File: config.mk
export PLATFORM = sky130hd
export DESIGN_NAME = vcfg_unit
export DESIGN_NICKNAME = d
export VERILOG_FILES = /design/src/rtl/vcfg_pkg.sv /design/src/rtl/vcfg_vtype_dec.sv /design/src/rtl/vcfg_next.sv /design/src/rtl/vcfg_unit.sv
export SDC_FILE = /design/constraint.sdc
export NUM_CORES = 1
export LEC_CHECK = 0
export BUFFER_PORTS_ARGS = -buffer_cell sky130_fd_sc_hd__buf_2
export CAP_MARGIN = 0
export CORE_UTILIZATION = 54
export CTS_BUF_LIST = sky130_fd_sc_hd__clkbuf_4 sky130_fd_sc_hd__clkbuf_8 sky130_fd_sc_hd__clkbuf_16
export DETAILED_ROUTE_END_ITERATION = 6
export PLACE_DENSITY = 0.85
export SLEW_MARGIN = 20
export SYNTH_ARGS = -nofsm -noshare
export SYNTH_HDL_FRONTEND = slang
export SYNTH_SLANG_ARGS = --single-unit
File: constraint.sdc
create_clock -name clk -period 8.65 [get_ports clk]
set_input_delay 0.865 -clock clk [delete_from_list [all_inputs] [get_ports clk]]
set_output_delay 0.865 -clock clk [all_outputs]
set_load 0.01 [all_outputs]
File: src/rtl/vcfg_pkg.sv
`timescale 1ns/1ps
// Package: vcfg_pkg
// Field positions of the vtype word and the conversion of the grouping
// code to a signed log2 value. Assumes XLEN >= 16.
package vcfg_pkg;
    localparam int LMUL_LO  = 0;
    localparam int SEW_LO   = 3;
    localparam int TA_BIT   = 6;
    localparam int MA_BIT   = 7;
    localparam int USED_TOP = 7;

    // Grouping code to log2(LMUL): 0..3 are whole multiples, 5..7 are fractions.
    function automatic int lmul_log2(input logic [2:0] code);
        return (code >= 3'd5) ? (int'(code) - 8) : int'(code);
    endfunction
endpackage

File: src/rtl/vcfg_vtype_dec.sv
`timescale 1ns/1ps
// Module: vcfg_vtype_dec
// Checks a vtype word for a supported configuration and computes its
// VLMAX = VLEN*LMUL/SEW as a power of two. Assumes VLEN and ELEN are
// powers of two. Purely combinational.
module vcfg_vtype_dec
    import vcfg_pkg::*;
#(
    parameter int XLEN = 64,
    parameter int VLEN = 128,
    parameter int ELEN = 64
) (
    input  logic [XLEN-1:0] vtype_i,
    output logic            legal_o,
    output logic [XLEN-1:0] vlmax_o
);
    localparam int VLEN_LG = $clog2(VLEN);
    localparam int ELEN_LG = $clog2(ELEN);
    localparam logic [XLEN-1:0] ONE = XLEN'(1);

    logic [2:0] lmul_code;
    logic [2:0] sew_code;
    int         lmul_lg;
    int         vlmax_lg;
    logic       fits_elen;

    assign lmul_code = vtype_i[LMUL_LO +: 3];
    assign sew_code  = vtype_i[SEW_LO +: 3];

    // Derive legality and VLMAX from the two size codes.
    always_comb begin
        lmul_lg   = lmul_log2(lmul_code);
        vlmax_lg  = VLEN_LG + lmul_lg - 3 - int'(sew_code);
        fits_elen = (int'(sew_code) + 3) <= (ELEN_LG + ((lmul_lg < 0) ? lmul_lg : 0));
        legal_o   = !sew_code[2] && (lmul_code != 3'd4) && fits_elen &&
                    (vlmax_lg >= 0) && (vtype_i[XLEN-1:USED_TOP+1] == '0);
        vlmax_o   = legal_o ? (ONE << vlmax_lg) : '0;
    end
endmodule

File: src/rtl/vcfg_next.sv
`timescale 1ns/1ps
// Module: vcfg_next
// Next-state logic for vl and vtype. Chooses among the keep-vl, set-to-VLMAX
// and AVL forms, and marks reserved uses and illegal configurations.
// Assumes the stored vtype is either legal or the illegal word alone.
module vcfg_next #(
    parameter int XLEN = 64
) (
    input  logic            rd_zero_i,
    input  logic            rs1_zero_i,
    input  logic [XLEN-1:0] avl_i,
    input  logic [XLEN-1:0] req_vtype_i,
    input  logic            req_legal_i,
    input  logic [XLEN-1:0] req_vlmax_i,
    input  logic [XLEN-1:0] cur_vl_i,
    input  logic            cur_legal_i,
    input  logic [XLEN-1:0] cur_vlmax_i,
    output logic [XLEN-1:0] vl_o,
    output logic [XLEN-1:0] vtype_o
);
    localparam logic [XLEN-1:0] ILL_WORD = {1'b1, {(XLEN-1){1'b0}}};

    logic keep_vl;
    logic reserved;

    assign keep_vl  = rd_zero_i && rs1_zero_i;
    assign reserved = keep_vl && (!cur_legal_i || (req_vlmax_i != cur_vlmax_i));

    // Select the new vl and vtype for this request.
    always_comb begin
        if (!req_legal_i || reserved) begin
            vtype_o = ILL_WORD;
            vl_o    = '0;
        end else begin
            vtype_o = req_vtype_i;
            if (keep_vl)
                vl_o = cur_vl_i;
            else if (rs1_zero_i)
                vl_o = req_vlmax_i;
            else
                vl_o = (avl_i < req_vlmax_i) ? avl_i : req_vlmax_i;
        end
    end
endmodule

File: src/rtl/vcfg_unit.sv
`timescale 1ns/1ps
// Module: vcfg_unit
// Vector length configuration unit. Holds vl and vtype, and on each valid
// request registers the new state and the rd write. Results appear one
// cycle after the strobe. Synchronous active-low reset leaves the state
// illegal with vl = 0.
module vcfg_unit #(
    parameter int XLEN = 64,
    parameter int VLEN = 128,
    parameter int ELEN = 64
) (
    input  logic            clk,
    input  logic            rst_n,
    input  logic            valid_i,
    input  logic            rd_zero_i,
    input  logic            rs1_zero_i,
    input  logic [XLEN-1:0] avl_i,
    input  logic [XLEN-1:0] vtype_req_i,
    output logic [XLEN-1:0] vl_o,
    output logic [XLEN-1:0] vtype_o,
    output logic            rd_we_o,
    output logic [XLEN-1:0] rd_data_o
);
    localparam logic [XLEN-1:0] ILL_WORD = {1'b1, {(XLEN-1){1'b0}}};

    logic [XLEN-1:0] vl_q, vtype_q, data_q;
    logic            we_q;
    logic            req_legal, cur_legal;
    logic [XLEN-1:0] req_vlmax, cur_vlmax;
    logic [XLEN-1:0] vl_n, vtype_n;

    vcfg_vtype_dec #(.XLEN(XLEN), .VLEN(VLEN), .ELEN(ELEN)) u_req_dec (
        .vtype_i (vtype_req_i),
        .legal_o (req_legal),
        .vlmax_o (req_vlmax)
    );

    vcfg_vtype_dec #(.XLEN(XLEN), .VLEN(VLEN), .ELEN(ELEN)) u_cur_dec (
        .vtype_i (vtype_q),
        .legal_o (cur_legal),
        .vlmax_o (cur_vlmax)
    );

    vcfg_next #(.XLEN(XLEN)) u_next (
        .rd_zero_i   (rd_zero_i),
        .rs1_zero_i  (rs1_zero_i),
        .avl_i       (avl_i),
        .req_vtype_i (vtype_req_i),
        .req_legal_i (req_legal),
        .req_vlmax_i (req_vlmax),
        .cur_vl_i    (vl_q),
        .cur_legal_i (cur_legal),
        .cur_vlmax_i (cur_vlmax),
        .vl_o        (vl_n),
        .vtype_o     (vtype_n)
    );

    // Architectural state and rd write port, updated on the strobe.
    always_ff @(posedge clk) begin
        if (!rst_n) begin
            vl_q    <= '0;
            vtype_q <= ILL_WORD;
            we_q    <= 1'b0;
            data_q  <= '0;
        end else begin
            we_q <= valid_i && !rd_zero_i;
            if (valid_i) begin
                vl_q    <= vl_n;
                vtype_q <= vtype_n;
                data_q  <= vl_n;
            end
        end
    end

    assign vl_o      = vl_q;
    assign vtype_o   = vtype_q;
    assign rd_we_o   = we_q;
    assign rd_data_o = data_q;
endmodule

* Yosys cells after proc, flatten, opt, wreduce, memory -nomap -nowiden
Cells that the tools add are included.
** Word-level totals
- Bits in registers :: 129
- Bits of input ports :: 133
- Output and inout bits :: 193
- Logic and storage cells :: 62
** Operators by class
- Add/subtract/negate cells :: 12
- $lt $le $gt $ge :: 9
- Equal/unequal tests :: 4
- Shift-type cells :: 2
- Multiplexer cells :: 11
- Reductions and logical operators :: 21
** Operators with widths (count)
- 2-to-1 mux 64 bit :: 7
- adder 4 x 32 -> 32 bit (first input constant) :: 4
- 2-to-1 mux 32 bit :: 4
- << shifter 1 x 32 -> 64 bit (first input constant) :: 2
- zero test 56 bit :: 2
- greater-or-equal comparator 32 x 1 -> 1 bit (second input constant) :: 2
- <= comparator 32 bit :: 2
- < comparator 32 x 1 -> 1 bit (second input constant) :: 2
- < comparator 64 bit :: 1
- != test 64 bit :: 1
- subtractor 32 x 3 -> 32 bit (second input constant) :: 2
- subtractor 32 x 4 -> 32 bit :: 2
- logical AND 1 bit :: 11
- subtractor 3 x 4 -> 5 bit (second input constant) :: 2
- adder 3 x 2 -> 4 bit (second input constant) :: 2
- greater-or-equal comparator 3 bit (second input constant) :: 2
- != test 3 bit (second input constant) :: 2
- zero test 1 bit :: 5
- logical OR 1 bit :: 2
- != test 2 bit (second input constant) :: 1
- AND reduction 2 bit :: 1

* Longest topological paths before layout
Gate-level depths: netlist of run 1.
- Depth after elaboration :: 16
- Mapped depth :: 28
- Depth with buffers taken out :: 25

* Hierarchy
From an unflattened synthesis of run 1, not the netlist that was laid out.
** Second synthesis, totals
- Cells, all modules :: 1526
- Area total of the unflattened synthesis :: 12685.9 um^2
** By module, submodules not included
- vcfg_unit :: instances 1, cells an instance 479, area each 5466.5 um^2
- vcfg_next :: instances 1, cells an instance 716, area each 4789.6 um^2
- vcfg_vtype_dec at u_cur_dec :: instances 1, cells an instance 166, area each 1219.9 um^2
- vcfg_vtype_dec at u_req_dec :: instances 1, cells an instance 165, area each 1209.9 um^2

* Worst setup path after synthesis of run 1
No wires, ideal clock.
- Path type :: input port to flip-flop
- Start :: input port vtype_req_i[4]
- End :: register data_q[15] (netlist: rd_data_o[15])
- Setup time :: 0.069 ns
- Arrival time :: 5.477 ns
- Data required time :: 8.581 ns
- Slack :: 3.104 ns
- Stages on the path :: 26
- Path buffers :: 2
- Path through :: inv_1 -> ha_1 -> ha_1 -> inv_1 -> fa_1 -> inv_1 -> fa_1 -> nor4b_1 -> nand4_1 -> a2111oi_4 -> and4_1 -> buf_6 -> nand2_1 -> nor3_1 -> inv_1 -> ha_1 -> a21o_1 -> a21oi_1 -> o211ai_1 -> nor4b_1 -> a21oi_2 -> a211oi_4 -> a32oi_4 -> buf_6 -> mux2_4 -> o21ai_1
** Between the ends
- Cells in the longest elaborated chain, start to end :: 12
- Elaborated cells on any way between the ends :: 21
- Those cells by class :: 2 x add/sub; 3 x order compare; 2 x eq/ne; 1 x shift; 5 x mux; 8 x reduce/logical
** RTL lines
- start, declared :: RTL line vcfg_unit.sv:18 : input logic [XLEN-1:0] vtype_req_i,
- branches (longest 12 deep; another with < comparator 64 bit)
- end signal, assigned :: RTL line vcfg_unit.sv:70 : data_q <= vl_n;
- end, declared :: RTL line vcfg_unit.sv:26 : logic [XLEN-1:0] vl_q, vtype_q, data_q;
Several ways; the timed one is not identified. The select of a mux whose other input is x is not followed.
A chain may end at the register's enable or synchronous reset.

* Worst setup path after layout of run 1
- Start :: input port vtype_req_i[4]
- End :: register data_q[56] (netlist: rd_data_o[56])
Same word-level chain as after synthesis.

==> flow_summary_export.csv, run 1 <==
group,metric,value,unit
clocking,ctsLongestPathBuffers,2,
sta,period_needed,6490,ps
grt,grt_antenna_before_repair,0,
sta,fmax,0.154,GHz
synth,synth_area,0.00870,mm2
power,powerDensity,140,mW/mm2
synth,synth_ff_type,"dfxtp_1",
sta,rsz0062_at_grt,"false",
synth,async_flop_share,0,
clocking,cts_buffers,17,
place,gp_congestion,0.911,
synth,ys_types,73,
sta,setup_violations,0,
floorplanning,coreArea,0.0158,mm2
synth,synth_commonest_cells,"dfxtp_1, inv_1, ha_1, buf_4, and3_1",
drt,ant_nets,0,
clocking,cts_setup_buffers,0,
floorplanning,die_h,129,um
grt,grt.met2_usage,0.514,
synth,yosysTopAreaCellShare,0.297,
floorplanning,start_util,0.549,
power,ir_drop,0.125,mV
power,cellLeakagePower,0.00522,uW
setup_path,cp-end-kind,"flip-flop",
clocking,clk_pin_slew,60,ps
grt,grt_max_degree,70,
clocking,cts_hold_buf,0,
layout,drive_above_1_share,0.317,
synth,yosysMostFrequentCell,"dfxtp_1",
setup_path,required,8990,ps
setup_path,path_class,"primary input to flip-flop",
synth,synth-edff-count,0,
drt,drt-initial-drc-count,537,
setup_path,crit_arrival,6830,ps
drt,wl,24000,um
sta,fin_setup_tns,0,ps
sta,hold_violations,0,
layout,nNetsFinal,1520,
job,cap_violations,0,
sta,relSlewSlack,0.293,
drt,wl_per_cell,15.8,um
clocking,h-tree-depth,4,
synth,syn_area_per_cell,8.63,um2
synth,yosysSeqAreaShare,0.297,
synth,yosys_warnings,0,
clocking,cts.repair.resized,0,
clocking,ctsRootBufferMaster,"clkbuf_16",
setup_path,cp_max_fo,48,
grt,grtUsageTotal,0.284,
place,placedCellCount,1486,
synth,synth_area_leaders,"dfxtp_1, ha_1, buf_4",
synth,synthCells,1008,
clocking,clock_latency,420,ps
floorplanning,die_x,129,um
worst_hold_path,hold_class,"flip-flop to flip-flop",
floorplanning,rows,46,
drt,drc,0,
grt,gr-usage-met1,0.331,
drt,drt-vias-per-instance,5.65,
layout,stdcell_count,1518,
sta,fin_crit_sh,0.750,
drt,via_count,8571,
clocking,cts_sinks,129,
run_status,status,"complete, no violations",
layout,antenna_cells,0,
place,dpl.hpwl,17900,um
place,port_buffers,325,
synth,yosysTopAreaCell,"dfxtp_1",
clocking,cts_tree,"done",
grt,grt_pass1_wl,37300,um
grt,grt_remaining_overflow,0,
sta,max_slew.worst_pin.slew,1040,ps
sta,clock_skew,9.76,ps
grt,grt_pass1_vias,7826,
grt,met3_usage,0.0545,
sta,finalMaxSlewViolations,0,
layout,syn_to_final_growth,22.3,%
setup_path,worstSetupStartpointType,"primary input",
grt,top_usage_layer,"met2",
synth,yosys_register_bits,129,
drt,firstDrtPassIters,6,
floorplanning,die-area,0.0166,mm2
floorplanning,top_level_ports,326,
stage by stage:
stage	setup slack [ps]	hold slack, ps	area, um2	util	power [uW]
floorplan	3100	508	8870	-	739
finish	2160	491	10600	0.672	1490
CTS	2190	495	10600	0.672	1490
global placement	2220	473	10100	0.637	806
detailed placement	1910	481	10100	0.637	812
global route	1670	511	10600	0.672	1540
cells by family after synthesis:
| kind of cell | Yosys count | synth area share |
|---|---|---|
| XOR/XNOR | 7 | 0.00791 |
| flip-flops | 129 | 0.297 |
| AND/OR/NAND/NOR | 305 | 0.204 |
| adder cells (fa/ha/maj) | 98 | 0.144 |
| buffers and inverters | 215 | 0.127 |
| AO/OA/AOI/OAI | 235 | 0.196 |
| other | 1 | 0.000431 |
| multiplexers | 18 | 0.0230 |
layout by cell type, fill, tap and decap left out, types with 4 or more instances in the layout:
cell       Yosys  final
buf_2          8    325
dfxtp_1      129    129
inv_1        101    101
ha_1          94     94
and3_1        59     59
nand2_1       57     57
o21ai_0       57     57
nor4_1        49     49
a22oi_1       49     49
conb_1         1     48
nor2_1        29     28
nor3_1        24     24
nand4_1       22     22
a32oi_1       22     22
nand3_1       21     21
a21oi_1       20     20
o21ai_2       20     20
clkbuf_16      0     17
o21ai_1       11     11
o211ai_1       9      9
a211oi_1       9      9
mux2i_1        9      9
o21a_1         7      7
a21o_1         7      7
and4_1         6      6
mux2_2         6      6
inv_6          0      6
nor4b_1        5      5
nor2b_1        5      5
a211o_1        4      4
xnor2_1        4      4
fa_1           4      4
buf_4         67      4
critical path, cell delays in order:
cell       delay, ps
buf_2            120
inv_1             60
ha_1             280
ha_1             170
inv_1             60
fa_1             350
inv_1             70
fa_1             190
nor4b_1          240
nand4_1          210
a2111oi_4        500
and4_1           450
nand2_1          150
nor3_1           360
inv_1            100
ha_1             200
a21o_1           180
a21oi_1          130
o211ai_1         120
nor4b_1          390
a21oi_2          140
a211oi_4         280
a31o_2           870
a22oi_1          160
o21ai_0          140
power by group:
group	internal, uW	switching (uW)
Clock	384	300
Combinational	82.5	126
Sequential	594	0.331
final timing paths:
path / from / endpoint / slack [ps] / cells after the start
worst max-delay path: vtype_req_i[4] / rd_data_o[56] / 2160 / 25
worst min-delay path: rd_data_o[42] / rd_data_o[42] / 490 / 2
worst max register to register: vtype_o[2] / rd_data_o[63] / 3550 / 15
worst min register to register: rd_data_o[42] / rd_data_o[42] / 490 / 2
registers in the layout (all words and copies together), names as in the netlist:
name       cells
vtype_o       64
rd_data_o     64
rd_we_o        1
area by class of cell:
type                    count  area, um2
flip-flops and latches    129       2580
fillers                  1229       5190
multi-input cells         711       5190
clock buffers              18        439
well taps                 216        270
clock inverters            14        120
inverters                 101        379
repair buffers            329       1660
routing by layer:
metal	wire [um]	part of all wire	up-vias
li1	-	-	4159
met1	9960	0.41	4023
met2	12200	0.51	350
met3	1440	0.060	39
met4	468	0.019	0
met5	0	0	-
(Power assumes the default switching activity.)
==> run 2, diff against run 1 <==
Settings changed: CORE_UTILIZATION 54 to 46, PLACE_DENSITY 0.85 to 0.76.
Clock period 8.65 ns to 5.2 ns, I/O delays scaled along.
==> run 2 against run 1 <==
- the run now ends with DRC left
- hold slack got worse by 210 ps
- wire length rose by 8.6%
- sequential cell count did not move
- global-route usage fell by 2.3 points
- clock power rose by 74%
- utilization fell by 6.2 points
- count of clock-buffer cells in the layout fell by 1
- sequential power rose by 66%
- power rose by 72%
- critical path depth fell by 2
- setup slack got worse by 1900 ps
- critical path type unchanged
- critical endpoint is now rd_data_o[4]
- largest power group unchanged
==> flow_summary_export.csv, run 2 (synthesis gave the netlist of run 1 again) <==
group,metric,value,unit
floorplanning,die_h,140,um
drt,drt-vias-per-instance,5.53,
grt,grtUsageTotal,0.261,
drt,via_count,8712,
clocking,cts_sinks,129,
drt,drc,2,
clocking,h-tree-depth,4,
setup_path,cp_max_fo,5,
drt,wl,26100,um
run_status,violations,"DRC",
power,ir_drop,0.218,mV
place,dpl_worst_slack,-290,ps
layout,drive_above_1_share,0.347,
layout,antenna_cells,0,
power,p_total,2560,uW
clocking,clock_latency,430,ps
sta,max_slew.worst_pin.slew,783,ps
setup_path,path_cells,"buf_2 > inv_1 > ha_1 > ha_1 > inv_1 > fa_1 > inv_1 > fa_1 > nor4b_2 > nand4_1 > a2111oi_4 > and4_4 > nand2_2 > nor3_1 > inv_1 > ha_1 > nand4_1 > nor3_1 > and4_1 > a211oi_4 > a32oi_4 > mux2_2 > o21ai_0",
sta,postLayoutSetupSlackWorst,299,ps
floorplanning,top_level_ports,326,
sta,fmax,0.204,GHz
sta,setup_violations,0,
sta,period_needed,4900,ps
clocking,cts_buffers,17,
run_status,status,"finished, violations left",
setup_path,path_class,"primary input to flip-flop",
grt,grt_antenna_before_repair,1,
drt,firstDrtPassIters,7,
layout,mostFrequentLayoutCell,"buf_2",
floorplanning,coreArea,0.0183,mm2
place,gp_congestion,0.904,
sta,fin_crit_sh,0.943,
setup_path,crit_path_frequent_cell,"inv_1",
floorplanning,start_util,0.476,
grt,grt_pass1_vias,8143,
floorplanning,die-area,0.0195,mm2
clocking,cts_hold_buf,0,
clocking,ctsLongestPathBuffers,2,
layout,syn_to_final_growth,28.1,%
sta,clock_skew,12.0,ps
sta,whs,277,ps
clocking,clk_pin_slew,70,ps
layout,n_fill_cell,1595,
floorplanning,die_x,140,um
place,dpl.hpwl,19700,um
place,placedCellCount,1541,
clocking,ctsRootBufferMaster,"clkbuf_16",
setup_path,max_stage_delay,380,ps
sta,fin_setup_tns,0,ps
setup_path,crit_arrival,5260,ps
setup_path,slowest_stage,"mux2_2",
layout,layout_common_cells,"buf_2, dfxtp_1, inv_1, ha_1, and3_1",
drt,wl_per_cell,16.6,um
sta,finalMaxSlewViolations,0,
grt,grt_max_degree,64,
setup_path,required,5550,ps
grt,grt_remaining_overflow,0,
grt,grt_pass1_wl,40500,um
power,powerDensity,229,mW/mm2
worst_hold_path,hold_class,"primary input to flip-flop",
job,cap_violations,0,
sta,hold_violations,0,
sta,relSlewSlack,0.473,
floorplanning,rows,49,
sta,rsz0062_at_grt,"true",
setup_path,worstSetupStartpointType,"primary input",
layout,stdcell_count,1576,
drt,ant_nets,0,
place,port_buffers,325,
clocking,cts_tree,"done",
layout,nNetsFinal,1565,
drt,drt-initial-drc-count,505,
setup_path,cp-end-kind,"flip-flop",
power,cellLeakagePower,0.00546,uW
[run 2: cell count changes in the layout (fill, tap and decap cells not counted), moves of 3 or more]
cell      change
buf_4        +40
nor3_1        -4
inv_8         +3
clkinv_8      +3
inv_6         -4
[run 2: metrics by stage]
step | utilization | instance area [um2]
after floorplan | - | 8890
after global placement | 0.572 | 10400
after detailed placement | 0.572 | 10400
after CTS | 0.604 | 11000
after global routing | 0.610 | 11100
final | 0.610 | 11100
[run 2: per-layer routing]
metal	share of wire	wire length [um]	GRT usage	up-vias
li1	-	-	-	4246
met1	0.42	11000	0.310	4072
met2	0.49	12900	0.462	338
met3	0.057	1500	0.0516	54
met4	0.024	636	0.102	2
met5	0.00038	10	0	-
[run 2: power breakdown]
part | switching, uW | internal [uW]
Clock | 547 | 644
Combinational | 222 | 154
Sequential | 0.510 | 988
[run 2: timing repair]
item / in CTS / in global routing
buffers inserted: 0 / 1
setup endpoints to repair: 0 / 64
gates resized for setup: 0 / 13
[run 2: worst paths after layout]
check / from / end / slack, ps / cells after the start
max: vtype_req_i[4] / rd_data_o[4] / 300 / 23
max reg2reg: vtype_o[0] / rd_data_o[18] / 510 / 18
min reg2reg: rd_data_o[45] / rd_data_o[45] / 490 / 2
min: rd_zero_i / rd_we_o / 280 / 2
[run 2: area by class of cell]
cell class | count | area (um2) | share of cell area
timing repair buffer | 373 | 2020 | 0.182
tap | 229 | 287 | 0.0257
inverter | 101 | 379 | 0.0340
sequential | 129 | 2580 | 0.232
clock inverter | 15 | 165 | 0.0148
multi-input combinational | 712 | 5280 | 0.474
clock buffer | 17 | 425 | 0.0382
[run 2: critical path: cells and delay by family]
family	cells	cell delay [ps]
muxes	1	380
AOI/OAI and AO/OA	4	960
buffers and inverters	5	360
and+or+nand+nor	8	1760
adders and majority gates	5	1280
==> run 3, diff against run 2 <==
Settings changed: CORE_ASPECT_RATIO from default to 0.6.
==> run 3 against run 2 <==
- the run still ends with DRC left
- clock skew rose by 3.6 ps
- final cell count rose by 1.2%
- power rose by 2.0%
- critical path depth rose by 3
- hold slack improved by 2.3 ps
- register-to-register slack got worse by 40 ps
- combinational power rose by 6.4%
- count of clock-buffer cells in the layout did not move
- sequential power barely moved
- critical path type unchanged
==> flow_summary_export.csv, run 3 (synthesis gave the netlist of run 1 again) <==
group,metric,value,unit
run_status,status,"finished, violations left",
run_status,violations,"DRC",
sta,finalMaxSlewViolations,0,
worst_hold_path,min_from,"rd_zero_i",
floorplanning,coreArea,0.0183,mm2
sta,relSlewSlack,0.326,
layout,layout_common_cells,"buf_2, dfxtp_1, inv_1, ha_1, and3_1",
setup_path,path_class,"primary input to flip-flop",
drt,wl_per_cell,16.9,um
layout,stdcell_count,1595,
setup_path,crit_arrival,5350,ps
clocking,ctsRootBufferMaster,"clkbuf_16",
floorplanning,top_level_ports,326,
layout,utilization,0.613,
drt,drc,19,
place,placedCellCount,1554,
place,dpl_worst_slack,-333,ps
floorplanning,start_util,0.475,
setup_path,r2r_slack,470,ps
sta,clock_skew,15.6,ps
grt,grt_antenna_before_repair,2,
setup_path,reg2reg_depth,18,
place,port_buffers,325,
place,dpl.hpwl,20600,um
clocking,cts_sinks,129,
drt,via_count,8754,
setup_path,regToRegStartpoint,"vtype_o[0]",
drt,firstDrtPassIters,7,
floorplanning,die_h,109,um
worst_hold_path,holdPathStages,2,
clocking,cts_hold_buf,0,
sta,postLayoutSetupSlackWorst,195,ps
layout,drive_above_1_share,0.355,
drt,drt-vias-per-instance,5.49,
worst_hold_path,whs_endpoint,"rd_we_o",
grt,grt_max_degree,64,
setup_path,cp-end-kind,"flip-flop",
clocking,cts_tree,"done",
setup_path,required,5550,ps
drt,drt-initial-drc-count,771,
sta,max_slew.worst_pin.slew,1010,ps
sta,fmax,0.200,GHz
clocking,ctsLongestPathBuffers,2,
grt,grt_remaining_overflow,0,
drt,ant_nets,0,
worst_hold_path,hold_class,"primary input to flip-flop",
setup_path,worstSetupStartpointType,"primary input",
sta,period_needed,5000,ps
place,gp_congestion,0.905,
setup_path,cp_max_fo,5,
floorplanning,die_x,180,um
setup_path,reg2reg_to,"rd_data_o[24]",
power,cellLeakagePower,0.00551,uW
floorplanning,die-area,0.0195,mm2
job,cap_violations,0,
grt,grt_pass1_vias,7782,
layout,syn_to_final_growth,29.1,%
sta,setup_violations,0,
drt,wl,26900,um
clocking,clk_pin_slew,70,ps
layout,nNetsFinal,1571,
clocking,cts_buffers,17,
grt,grt_pass1_wl,41200,um
floorplanning,rows,38,
power,powerDensity,232,mW/mm2
sta,hold_violations,0,
power,ir_drop,0.159,mV
clocking,h-tree-depth,4,
grt,grtUsageTotal,0.268,
layout,mostFrequentLayoutCell,"buf_2",
sta,fin_crit_sh,0.962,
clocking,clock_latency,430,ps
-- run 3: cell count changes in the layout (fill, tap and decap cells not counted), moves of 2 or more --
cell,before,now
a21oi_1,20,18
a21oi_2,1,3
buf_4,44,52
clkinv_8,3,5
clkinvlp_4,3,0
diode_2,0,2
fa_1,4,2
fa_2,0,2
inv_1,101,99
inv_2,0,2
nor2_1,26,28
-- run 3: what timing repair did --
item	CTS	global route
endpoints found under the setup margin	0	64
buffers inserted	0	6
resized for setup	0	19
-- run 3: stage by stage --
step	total power, uW	cell area, um2	hold slack (ps)	TNS, ps
2_1_floorplan	1230	8890	508	0
3_3_place_gp	1370	10500	477	-5270
3_5_place_dp	1380	10500	485	-13440
5_1_grt	2710	11200	274	-178
4_1_cts	2600	11100	262	0
6_report	2610	11200	279	0
-- run 3: power breakdown --
part | internal (uW) | switching, uW
Clock | 653 | 564
Combinational | 168 | 232
Sequential | 988 | 0.479
-- run 3: how the worst max path moves through the flow --
stage	start	to	slack, ps	depth (start not counted)
3_5_place_dp	vtype_req_i[4]	rd_data_o[1]	-330	26
3_3_place_gp	vtype_req_i[4]	rd_data_o[9]	-160	26
2_1_floorplan	vtype_req_i[4]	rd_data_o[15]	7	26
6_report	vtype_req_i[4]	rd_data_o[4]	200	26
4_1_cts	vtype_req_i[4]	rd_data_o[1]	80	26
5_1_grt	vtype_req_i[4]	rd_data_o[4]	-40	24
-- run 3: cell type report --
| type | instances | area, um2 |
|---|---|---|
| tap | 240 | 300 |
| multi-input combinational | 712 | 5310 |
| antenna | 2 | 5.00 |
| clock buffer | 17 | 425 |
| clock inverter | 15 | 184 |
| sequential | 129 | 2580 |
| fill | 1619 | 7080 |
| inverter | 101 | 379 |
| timing repair buffer | 379 | 2050 |
-- run 3: critical path, cell delays in order --
cell	delay [ps]
buf_2	90
inv_1	50
ha_1	310
ha_4	150
inv_2	40
fa_2	350
inv_2	80
fa_2	210
nor4b_4	190
nand4_1	180
a2111oi_4	340
and4_1	290
nand2_2	100
buf_4	150
nor3_2	140
inv_1	70
ha_1	300
buf_4	100
nand4_1	110
nor3_1	240
and4_1	280
a211oi_4	100
a32oi_4	350
buf_4	180
mux2_2	310
o21ai_0	130
-- run 3: layer usage --
metal	up-vias	wire [um]	share of wire	GRT usage
met3	26	2080	0.077	0.0630
met2	373	11400	0.42	0.394
met5	-	0	0	0
met4	0	420	0.016	0.0837
li1	4265	-	-	-
met1	4090	13000	0.48	0.384
